`src/rtl/bilv_pkg.sv`:
```
package bilv_pkg;

  // Greatest common divisor for elaboration-time parameter checks.
  function automatic int unsigned gcd_u(input int unsigned a_in, input int unsigned b_in);
    int unsigned a;
    int unsigned b;
    int unsigned t;
    a = a_in;
    b = b_in;
    for (int n = 0; n < 64; n++) begin
      if (b != 0) begin
        t = a % b;
        a = b;
        b = t;
      end
    end
    return a;
  endfunction

endpackage

```
`src/rtl/bilv_addr_step.sv`:
```
// Advances the quadratic permutation recursion M steps per cycle and
// exposes the M intermediate addresses as read lanes.
module bilv_addr_step #(
  parameter int N  = 64,
  parameter int M  = 4,
  parameter int F2 = 8,
  localparam int AW = $clog2(N)
) (
  input  logic [AW-1:0]        f_q,
  input  logic [AW-1:0]        g_q,
  output logic [M-1:0][AW-1:0] lane_addr,
  output logic [AW-1:0]        f_nx,
  output logic [AW-1:0]        g_nx
);

  localparam logic [AW:0]   NV  = (AW+1)'(N);
  localparam logic [AW-1:0] DLT = AW'((2 * F2) % N);

  function automatic logic [AW-1:0] mod_add(input logic [AW-1:0] a, input logic [AW-1:0] b);
    logic [AW:0] s;
    s = {1'b0, a} + {1'b0, b};
    if (s >= NV) s = s - NV;
    return s[AW-1:0];
  endfunction

  logic [M:0][AW-1:0] fc;
  logic [M:0][AW-1:0] gc;

  assign fc[0] = f_q;
  assign gc[0] = g_q;

  for (genvar k = 0; k < M; k++) begin : g_step
    assign fc[k+1]      = mod_add(fc[k], gc[k]);
    assign gc[k+1]      = mod_add(gc[k], DLT);
    assign lane_addr[k] = fc[k];
  end

  assign f_nx = fc[M];
  assign g_nx = gc[M];

endmodule

```
`src/rtl/bilv_bank.sv`:
```
// One storage bank: single write port, registered read port.
module bilv_bank #(
  parameter int DEPTH = 16,
  parameter int W     = 8,
  localparam int RW   = $clog2(DEPTH)
) (
  input  logic          clk,
  input  logic          we,
  input  logic [RW-1:0] wa,
  input  logic [W-1:0]  wd,
  input  logic          re,
  input  logic [RW-1:0] ra,
  output logic [W-1:0]  rq
);

  logic [W-1:0] mem [DEPTH];

  always_ff @(posedge clk) begin
    if (we) mem[wa] <= wd;
  end

  always_ff @(posedge clk) begin
    if (re) rq <= mem[ra];
  end

endmodule

```
`src/rtl/bilv_xbar.sv`:
```
// Routes bank outputs to read lanes by the registered bank index of each lane.
module bilv_xbar #(
  parameter int M  = 4,
  parameter int W  = 8,
  parameter int BW = 2
) (
  input  logic [M-1:0][W-1:0]  bank_q,
  input  logic [M-1:0][BW-1:0] sel,
  output logic [M-1:0][W-1:0]  lane_q
);

  for (genvar k = 0; k < M; k++) begin : g_lane
    assign lane_q[k] = bank_q[sel[k]];
  end

endmodule

```
`src/rtl/bilv_top.sv`:
```
module bilv_top #(
  parameter int N  = 64,
  parameter int M  = 4,
  parameter int W  = 8,
  parameter int F1 = 3,
  parameter int F2 = 8
) (
  input  logic         clk,
  input  logic         rst_n,
  input  logic         start,
  input  logic         wr_vld,
  input  logic [M*W-1:0] wr_data,
  input  logic         rd_en,
  output logic [M*W-1:0] rd_data,
  output logic         rd_vld,
  output logic         done
);

  localparam int ROWS = N / M;
  localparam int AW   = $clog2(N);
  localparam int RW   = $clog2(ROWS);
  localparam int BW   = (M > 1) ? $clog2(M) : 1;
  localparam int unsigned GCD1 = bilv_pkg::gcd_u(F1 % M, M);
  localparam logic [AW-1:0] G0 = AW'((F1 + F2) % N);
  localparam logic [RW:0]   ROWS_V = (RW+1)'(ROWS);
  localparam logic [RW-1:0] LAST_ROW = RW'(ROWS - 1);

  if ((N % M != 0) || (F2 % M != 0) || (GCD1 != 1) || (ROWS < 2) || (M < 2)) begin : g_bad_cfg
    $error("bilv_top: N must be a multiple of M, F2 a multiple of M, F1 coprime to M");
  end

  // Reset: asynchronous assert, synchronous release
  logic rst_meta;
  logic rst_s;
  always_ff @(posedge clk or negedge rst_n) begin
    if (!rst_n) begin
      rst_meta <= 1'b0;
      rst_s    <= 1'b0;
    end else begin
      rst_meta <= 1'b1;
      rst_s    <= rst_meta;
    end
  end

  // Control state
  logic [RW:0]   wr_cnt_q, wr_cnt_d;
  logic [RW-1:0] rd_cnt_q, rd_cnt_d;
  logic          rd_open_q, rd_open_d;
  logic [AW-1:0] f_q, f_d, g_q, g_d;
  logic          vld_q, vld_d;
  logic          done_q, done_d;
  logic          wr_go, rd_go, rd_last;

  assign wr_go   = wr_vld && (wr_cnt_q < ROWS_V) && !start;
  assign rd_go   = rd_en && rd_open_q && !start;
  assign rd_last = (rd_cnt_q == LAST_ROW);

  // Address generation
  logic [M-1:0][AW-1:0] lane_addr;
  logic [AW-1:0]        f_nx, g_nx;
  logic [M-1:0][BW-1:0] lane_bank;
  logic [M-1:0][RW-1:0] lane_row;
  logic [M-1:0][RW-1:0] bank_row;
  logic [M-1:0][BW-1:0] sel_q;

  bilv_addr_step #(.N(N), .M(M), .F2(F2)) u_step (
    .f_q       (f_q),
    .g_q       (g_q),
    .lane_addr (lane_addr),
    .f_nx      (f_nx),
    .g_nx      (g_nx)
  );

  for (genvar k = 0; k < M; k++) begin : g_map
    assign lane_bank[k] = BW'(32'(lane_addr[k]) % M);
    assign lane_row[k]  = RW'(32'(lane_addr[k]) / M);
  end

  // Each bank takes the row of the lane that maps onto it
  always_comb begin
    bank_row = '0;
    for (int k = 0; k < M; k++) begin
      bank_row[lane_bank[k]] = lane_row[k];
    end
  end

  // Next-state logic
  always_comb begin
    wr_cnt_d  = wr_cnt_q;
    rd_cnt_d  = rd_cnt_q;
    rd_open_d = rd_open_q;
    f_d       = f_q;
    g_d       = g_q;
    if (start) begin
      wr_cnt_d  = '0;
      rd_cnt_d  = '0;
      rd_open_d = 1'b1;
      f_d       = '0;
      g_d       = G0;
    end else begin
      if (wr_go) wr_cnt_d = wr_cnt_q + 1'b1;
      if (rd_go) begin
        rd_cnt_d = rd_cnt_q + 1'b1;
        f_d      = f_nx;
        g_d      = g_nx;
        if (rd_last) rd_open_d = 1'b0;
      end
    end
    vld_d  = rd_go;
    done_d = rd_go && rd_last;
  end

  // State registers
  always_ff @(posedge clk or negedge rst_s) begin
    if (!rst_s) begin
      wr_cnt_q  <= '0;
      rd_cnt_q  <= '0;
      rd_open_q <= 1'b0;
      f_q       <= '0;
      g_q       <= G0;
      vld_q     <= 1'b0;
      done_q    <= 1'b0;
    end else begin
      wr_cnt_q  <= wr_cnt_d;
      rd_cnt_q  <= rd_cnt_d;
      rd_open_q <= rd_open_d;
      f_q       <= f_d;
      g_q       <= g_d;
      vld_q     <= vld_d;
      done_q    <= done_d;
    end
  end

  always_ff @(posedge clk or negedge rst_s) begin
    if (!rst_s)     sel_q <= '0;
    else if (rd_go) sel_q <= lane_bank;
  end

  // Storage banks
  logic [M-1:0][W-1:0] bank_q;
  logic [M-1:0][W-1:0] lane_q;

  for (genvar b = 0; b < M; b++) begin : g_bank
    bilv_bank #(.DEPTH(ROWS), .W(W)) u_bank (
      .clk (clk),
      .we  (wr_go),
      .wa  (wr_cnt_q[RW-1:0]),
      .wd  (wr_data[b*W +: W]),
      .re  (rd_go),
      .ra  (bank_row[b]),
      .rq  (bank_q[b])
    );
  end

  bilv_xbar #(.M(M), .W(W), .BW(BW)) u_xbar (
    .bank_q (bank_q),
    .sel    (sel_q),
    .lane_q (lane_q)
  );

  assign rd_data = lane_q;
  assign rd_vld  = vld_q;
  assign done    = done_q;

endmodule

```
`config.mk`:
```
export PLATFORM = sky130hd
export DESIGN_NAME = bilv_top
export DESIGN_NICKNAME = d
export VERILOG_FILES = /design/src/rtl/bilv_pkg.sv /design/src/rtl/bilv_addr_step.sv /design/src/rtl/bilv_bank.sv /design/src/rtl/bilv_xbar.sv /design/src/rtl/bilv_top.sv
export SDC_FILE = /design/constraint.sdc
export NUM_CORES = 1
export LEC_CHECK = 0
export BUFFER_PORTS_ARGS = -buffer_cell sky130_fd_sc_hd__clkbuf_2
export CAP_MARGIN = 25
export CORE_ASPECT_RATIO = 0.6
export CORE_MARGIN = 4
export CORE_UTILIZATION = 59
export CTS_BUF_LIST = sky130_fd_sc_hd__clkbuf_4 sky130_fd_sc_hd__clkbuf_8 sky130_fd_sc_hd__clkbuf_16
export CTS_CLUSTER_DIAMETER = 30
export DETAILED_ROUTE_END_ITERATION = 8
export GPL_TIMING_DRIVEN = 0
export PLACE_DENSITY_LB_ADDON = 0.15
export SLEW_MARGIN = 25
export SYNTH_ARGS = -nofsm -noshare
export SYNTH_HDL_FRONTEND = slang
export SYNTH_HIERARCHICAL = 1
export SYNTH_SLANG_ARGS = --single-unit
```
`constraint.sdc`:
```
create_clock -name clk -period 1.3 [get_ports clk]
set_clock_uncertainty 0.1 [all_clocks]
set_input_delay 0 -clock clk [delete_from_list [all_inputs] [get_ports clk]]
set_output_delay 0 -clock clk [all_outputs]
set_load 0.005 [all_outputs]
```
======== After elaboration in Yosys (flattened, before gate mapping) ========
Memories as Yosys holds them, arrays and structs flattened. A register that Yosys moved wholly into a read port is not among the register bits.
Cells that the tools add are included.
word-level totals
  word-level logic and storage cells ...... 112
  output and inout bits ................... 34
  flip-flop bits (word level) ............. 34
  bits in writable memories ............... 512
  memories ................................ 4
  bits of input ports ..................... 37
memory list
  name                  words  bits a word  rd ports  clocked after Yosys merged registers in  wr ports  line             text
  g_bank[0].u_bank.mem  16     8            1         1                                        1         bilv_bank.sv:16  logic [W-1:0] mem [DEPTH];
  g_bank[1].u_bank.mem  16     8            1         1                                        1         bilv_bank.sv:16
  g_bank[2].u_bank.mem  16     8            1         1                                        1         bilv_bank.sv:16
  g_bank[3].u_bank.mem  16     8            1         1                                        1         bilv_bank.sv:16
operators by class
  $lt $le $gt $ge ......................... 21
  add/subtract/negate cells ............... 18
  eq/ne operators ......................... 1
  reductions and logical operators ........ 14
  muxes and demuxes ....................... 40
  bitwise logic cells ..................... 1
operator list
  operator             number
  $mux 6               12
  $bmux 8 s2           4
  $ge 7x7->1 const B   8
  $bwmux 16            3
  $sub 6x1->6 const B  8
  $demux 4 s2          4
  $mux 8               4
  $add 6x5->7 const B  4
  $add 6x6->7          4
  $lt 2x3->1 const B   8
  $mux 4               6
  $and 16x16->16       1
  $mux 5               2
  $logic_and 1x1->1    9
  $ge 2x1->1 const B   4
  $reduce_bool 2->1    3
  $add 5x1->5 const B  1
  $lt 5x5->1 const B   1
  $mux 1               5
  $add 4x1->4 const B  1
  $eq 4x4->1 const B   1
  $reduce_and 2->1     1
  $logic_not 1->1      1

======== Longest topological paths before layout ========
  depth in word-level cells ............... 14
  gate-level depth with buffers ........... 21

======== Cells and area by module ========
Netlist, hierarchy kept.
by module, submodules not included
  module          times used  cells an instance  seq. area each (um^2)  area each (um^2)
  bilv_bank       4           229                4083.9                 5227.5
  bilv_top        1           233                854.6                  2062.0
  bilv_addr_step  1           105                0.0                    889.6
  bilv_xbar       1           40                 0.0                    785.8

======== Worst setup path before layout ========
No wires, ideal clock.
  path type ............................... reg-to-reg
  from .................................... reg g_q[0]
  to ...................................... reg g_bank[1].u_bank.rq[0] (read register of g_bank[1].u_bank.mem) (data pin)
  buffers on the path ..................... 1
  cell stages (with the launch flop) ...... 22
  data arrival time ....................... 4.387 ns
  slack ................................... -3.446 ns
  required time ........................... 0.941 ns
  cell sequence ........................... dfstp_2 > ha_1 > inv_1 > fa_1 > inv_1 > ha_1 > a21o_1 > a21oi_1 > xnor2_1 > ha_1 > nand2_1 > o211ai_1 > a21oi_1 > xnor2_1 > xnor2_1 > nor3b_1 > a41o_1 > a31oi_1 > and2b_1 > clkdlybuf4s25_2 > a22oi_1 > nand2_1
RTL lines
  element                 line             text
  start, declared         bilv_top.sv:49   logic [AW-1:0] f_q, f_d, g_q, g_d;
  start signal, assigned  bilv_top.sv:128  g_q <= g_d;
  end, declared           bilv_bank.sv:13  output logic [W-1:0] rq

==> flow_summary.yaml <==
outcome:
  status: "complete, but fails checks"
  violations: "negative setup slack"
synth:
  synth_edf_count: 544
  synth_area_um2: 24600
  synthFlopType: "edfxtp_1"
  synth-simple-area-share_pct: 4.85
  synth-xor-area-share_pct: 1.02
  synth_compound_area_share_pct: 4.36
  synth_cell_types: 52
  synth_mux_area_share_pct: 15.8
  synth_top_family_by_area: "multiplexers"
  synthAdderAreaFrac_pct: 1.39
  avgSynthCellArea_um2: 19.0
  yosysSeqAreaShare_pct: 69.7
  yosys_warnings: 6
  syn_inst: 1294
  async_flop_share_pct: 5.88
  ys_seq_elements: 578
  syn_nets: 1356
placement:
  dpl_cell_area_um2: 26600
  placedCellCount: 1924
  port_buffers: 70
  dpl.hpwl_um: 38100
  dp_slack_ns: -4.62
  gp_congestion: 0.930
sta:
  min_period_ns: 5.04
  holdWs_ns: 0.181
  rsz0062_at_grt: "true"
  worst_slack_ns: -3.74
  finalHoldViolCount: 0
  setup_viol: 628
  timing.final.crit_share_pct: 388
  slew_headroom_pct: 47.3
  maxSlewViolCount: 0
  fin_tns_setup_ns: -535.50
  worst-slew-pin-transition_ns: 0.790
  clock.fmax_mhz: 198
pwr:
  leakage_nw: 11.4
  ir_drop_v: 0.00171
  powerDensity_nw_per_um2: 2890
  power_mw: 96.1
route:
  wl_per_cell_um: 31.2
  vias_per_cell: 6.61
  dr.pass1.iters: 5
  vias: 15300
  antenna_left: 0
  drtIter0Drc: 2031
  routed_wl_um: 72300
  drc: 0
grt:
  grtUsageTotal_pct: 29.8
  grt_pass1_wl_um: 98700
  grt_pass1_vias: 14900
  grt-ovfl-total: 0
  grt_antenna_before_repair: 3
  grt_max_degree: 34
clocking:
  clk_pin_slew_worst_paths_ns: 0.07
  clock_latency_ns: 0.60
  cts_tree: "yes"
  cts_root_buf: "clkbuf_16"
  cts_buffers: 76
  cts.path.max_buffers: 3
  clkSinkCount: 578
  htreeDepth: 3
finish:
  nets: 1755
  final_area_um2: 33300
  area_growth_syn_to_layout_pct: 35.1
  utilization_pct: 81.5
  layout-drive-gt1-share_pct: 52.5
  final_cell_count_no_fill: 2315
floorplan:
  fp.dieW_um: 272
  initial_core_util_pct: 60.3
  fp.dieArea_um2: 45200
  rows: 57
  io_pins: 71
  fp.coreArea_um2: 40900
  die_h_um: 166
critical_path:
  critical_path_class: "reg2reg"
  critPathMaxFanout: 8
  cp-end-kind: "flip-flop"
  critical_path_arrival_ns: 5.28
  start_kind: "flip-flop"
  critical_path_required_ns: 1.53
run:
  maxCapViolCount: 0
hold_path:
  hp-class: "in2async"
-- final timing paths --
check                      slack (ns)  depth (start not counted)     start                      to
min reg2reg                      0.25                          0     rst_s                  f_q[1]
max                             -3.74                         23    g_q[0]  g_bank[2].u_bank/rq[0]
min                              0.18                          3     rst_n                rst_meta
max in group asynchronous        0.25                          0     rst_s             wr_cnt_q[1]
max reg2reg                     -3.74                         23    g_q[0]  g_bank[2].u_bank/rq[0]
min in group clk                 0.26                          0  rst_meta                   rst_s
-- sequential cells by signal, summed over array words and instances, names as in the netlist --
name,count
rd_vld,1
g_bank.u_bank/mem,512
f_q,6
g_bank.u_bank/rq,32
g_q,6
done,1
rd_cnt_q,4
rst_meta,1
rd_open_q,1
rst_s,1
wr_cnt_q,5
sel_q,8
-- critical path, stage by stage, from the launching register on --
cell	delay [ns]
dfstp_2	0.55
ha_4	0.14
inv_2	0.04
fa_2	0.56
inv_4	0.04
ha_4	0.21
a21o_1	0.17
a21oi_2	0.20
xnor2_2	0.15
ha_4	0.31
nand2_2	0.05
o211ai_1	0.35
a21oi_2	0.14
xnor2_2	0.24
xnor2_2	0.11
buf_6	0.14
nor3b_2	0.22
a41o_1	0.18
a31oi_4	0.06
buf_4	0.17
nor2b_1	0.12
buf_4	0.19
a22oi_2	0.22
nand2_1	0.10
-- Yosys cell counts (7+ instances only) --
| master | n | share of area, % |
|---|---|---|
| ha_1 | 21 | 1.1 |
| a41o_1 | 8 | 0.32 |
| mux4_2 | 104 | 9.5 |
| edfxtp_1 | 544 | 66 |
| nand2_1 | 78 | 1.2 |
| nor2_1 | 63 | 0.96 |
| nor2b_1 | 10 | 0.25 |
| a21o_1 | 7 | 0.21 |
| xnor2_1 | 19 | 0.68 |
| nand2b_1 | 13 | 0.33 |
| nand3b_1 | 12 | 0.37 |
| buf_4 | 19 | 0.58 |
| clkdlybuf4s25_2 | 12 | 0.49 |
| inv_1 | 24 | 0.37 |
| buf_2 | 19 | 0.39 |
| a21oi_1 | 27 | 0.55 |
| nor3b_1 | 8 | 0.24 |
| buf_6 | 18 | 0.82 |
| a31oi_1 | 8 | 0.20 |
| nor3_1 | 21 | 0.43 |
| mux4_1 | 56 | 6.0 |
| nand3_1 | 25 | 0.51 |
| a22oi_1 | 64 | 1.9 |
| dfrtp_1 | 31 | 3.1 |
| o21ai_0 | 9 | 0.18 |
-- power by group --
group | internal, mW | switching, mW | total [mW]
Combinational | 25.2 | 26.8 | 52.0
Clock | 12.8 | 8.59 | 21.4
Sequential | 22.0 | 0.772 | 22.8
Total | 59.9 | 36.2 | 96.1
-- metal layers --
| metal | GRT usage [%] | wire (um) | vias up |
|---|---|---|---|
| li1 | - | - | 6130 |
| met3 | 8.30 | 8750 | 222 |
| met4 | 8.54 | 2810 | 2 |
| met5 | 0 | 13 | - |
| met1 | 44.3 | 27500 | 7884 |
| met2 | 44.3 | 33300 | 1069 |
-- placed cells by master (no fill, tap or decap), drive strengths merged, types with 9 or more instances in the layout --
cell type    instances
buf                277
inv                 40
edfxtp             544
nand2b              14
nand2               78
a22oi               65
nor2b               10
clkbuf             159
mux4               160
a21oi               29
nand3               25
dfrtp               31
nor3                21
nand3b              12
ha                  21
clkinv              27
o21ai                9
dlygate4sd3         38
nor2                63
xnor2               21
clkinvlp             9
-- final cells by class --
| type | count | area, um^2 |
|---|---|---|
| flip-flops and latches | 578 | 17200 |
| multi-input cells | 616 | 8220 |
| fillers | 1826 | 7570 |
| repair buffers | 324 | 3620 |
| clock buffers | 78 | 1930 |
| plain buffers | 72 | 827 |
| well taps | 560 | 701 |
| clock inverters | 59 | 666 |
| inverters | 24 | 108 |
| repair inverters | 1 | 7.51 |
| diodes | 3 | 7.51 |
-- cell families after synthesis --
group                    Yosys count
multiplexers                     166
flip-flops                       578
adder cells (fa/ha/maj)           25
AO/OA/AOI/OAI                    148
other                              1
XOR/XNOR                          27
AND/OR/NAND/NOR                  249
buffers and inverters            100
-- what timing repair did --
action / in CTS / in global routing
gates cloned: 6 / 4
gates resized for setup: 187 / 168
buffers inserted: 145 / 71
setup endpoints to repair: 634 / 634
pin swaps: 83 / 114
hold buffers: 38 / 0
hold endpoints to repair: 535 / 0
No activity file was read; power rests on OpenSTA's default activity.
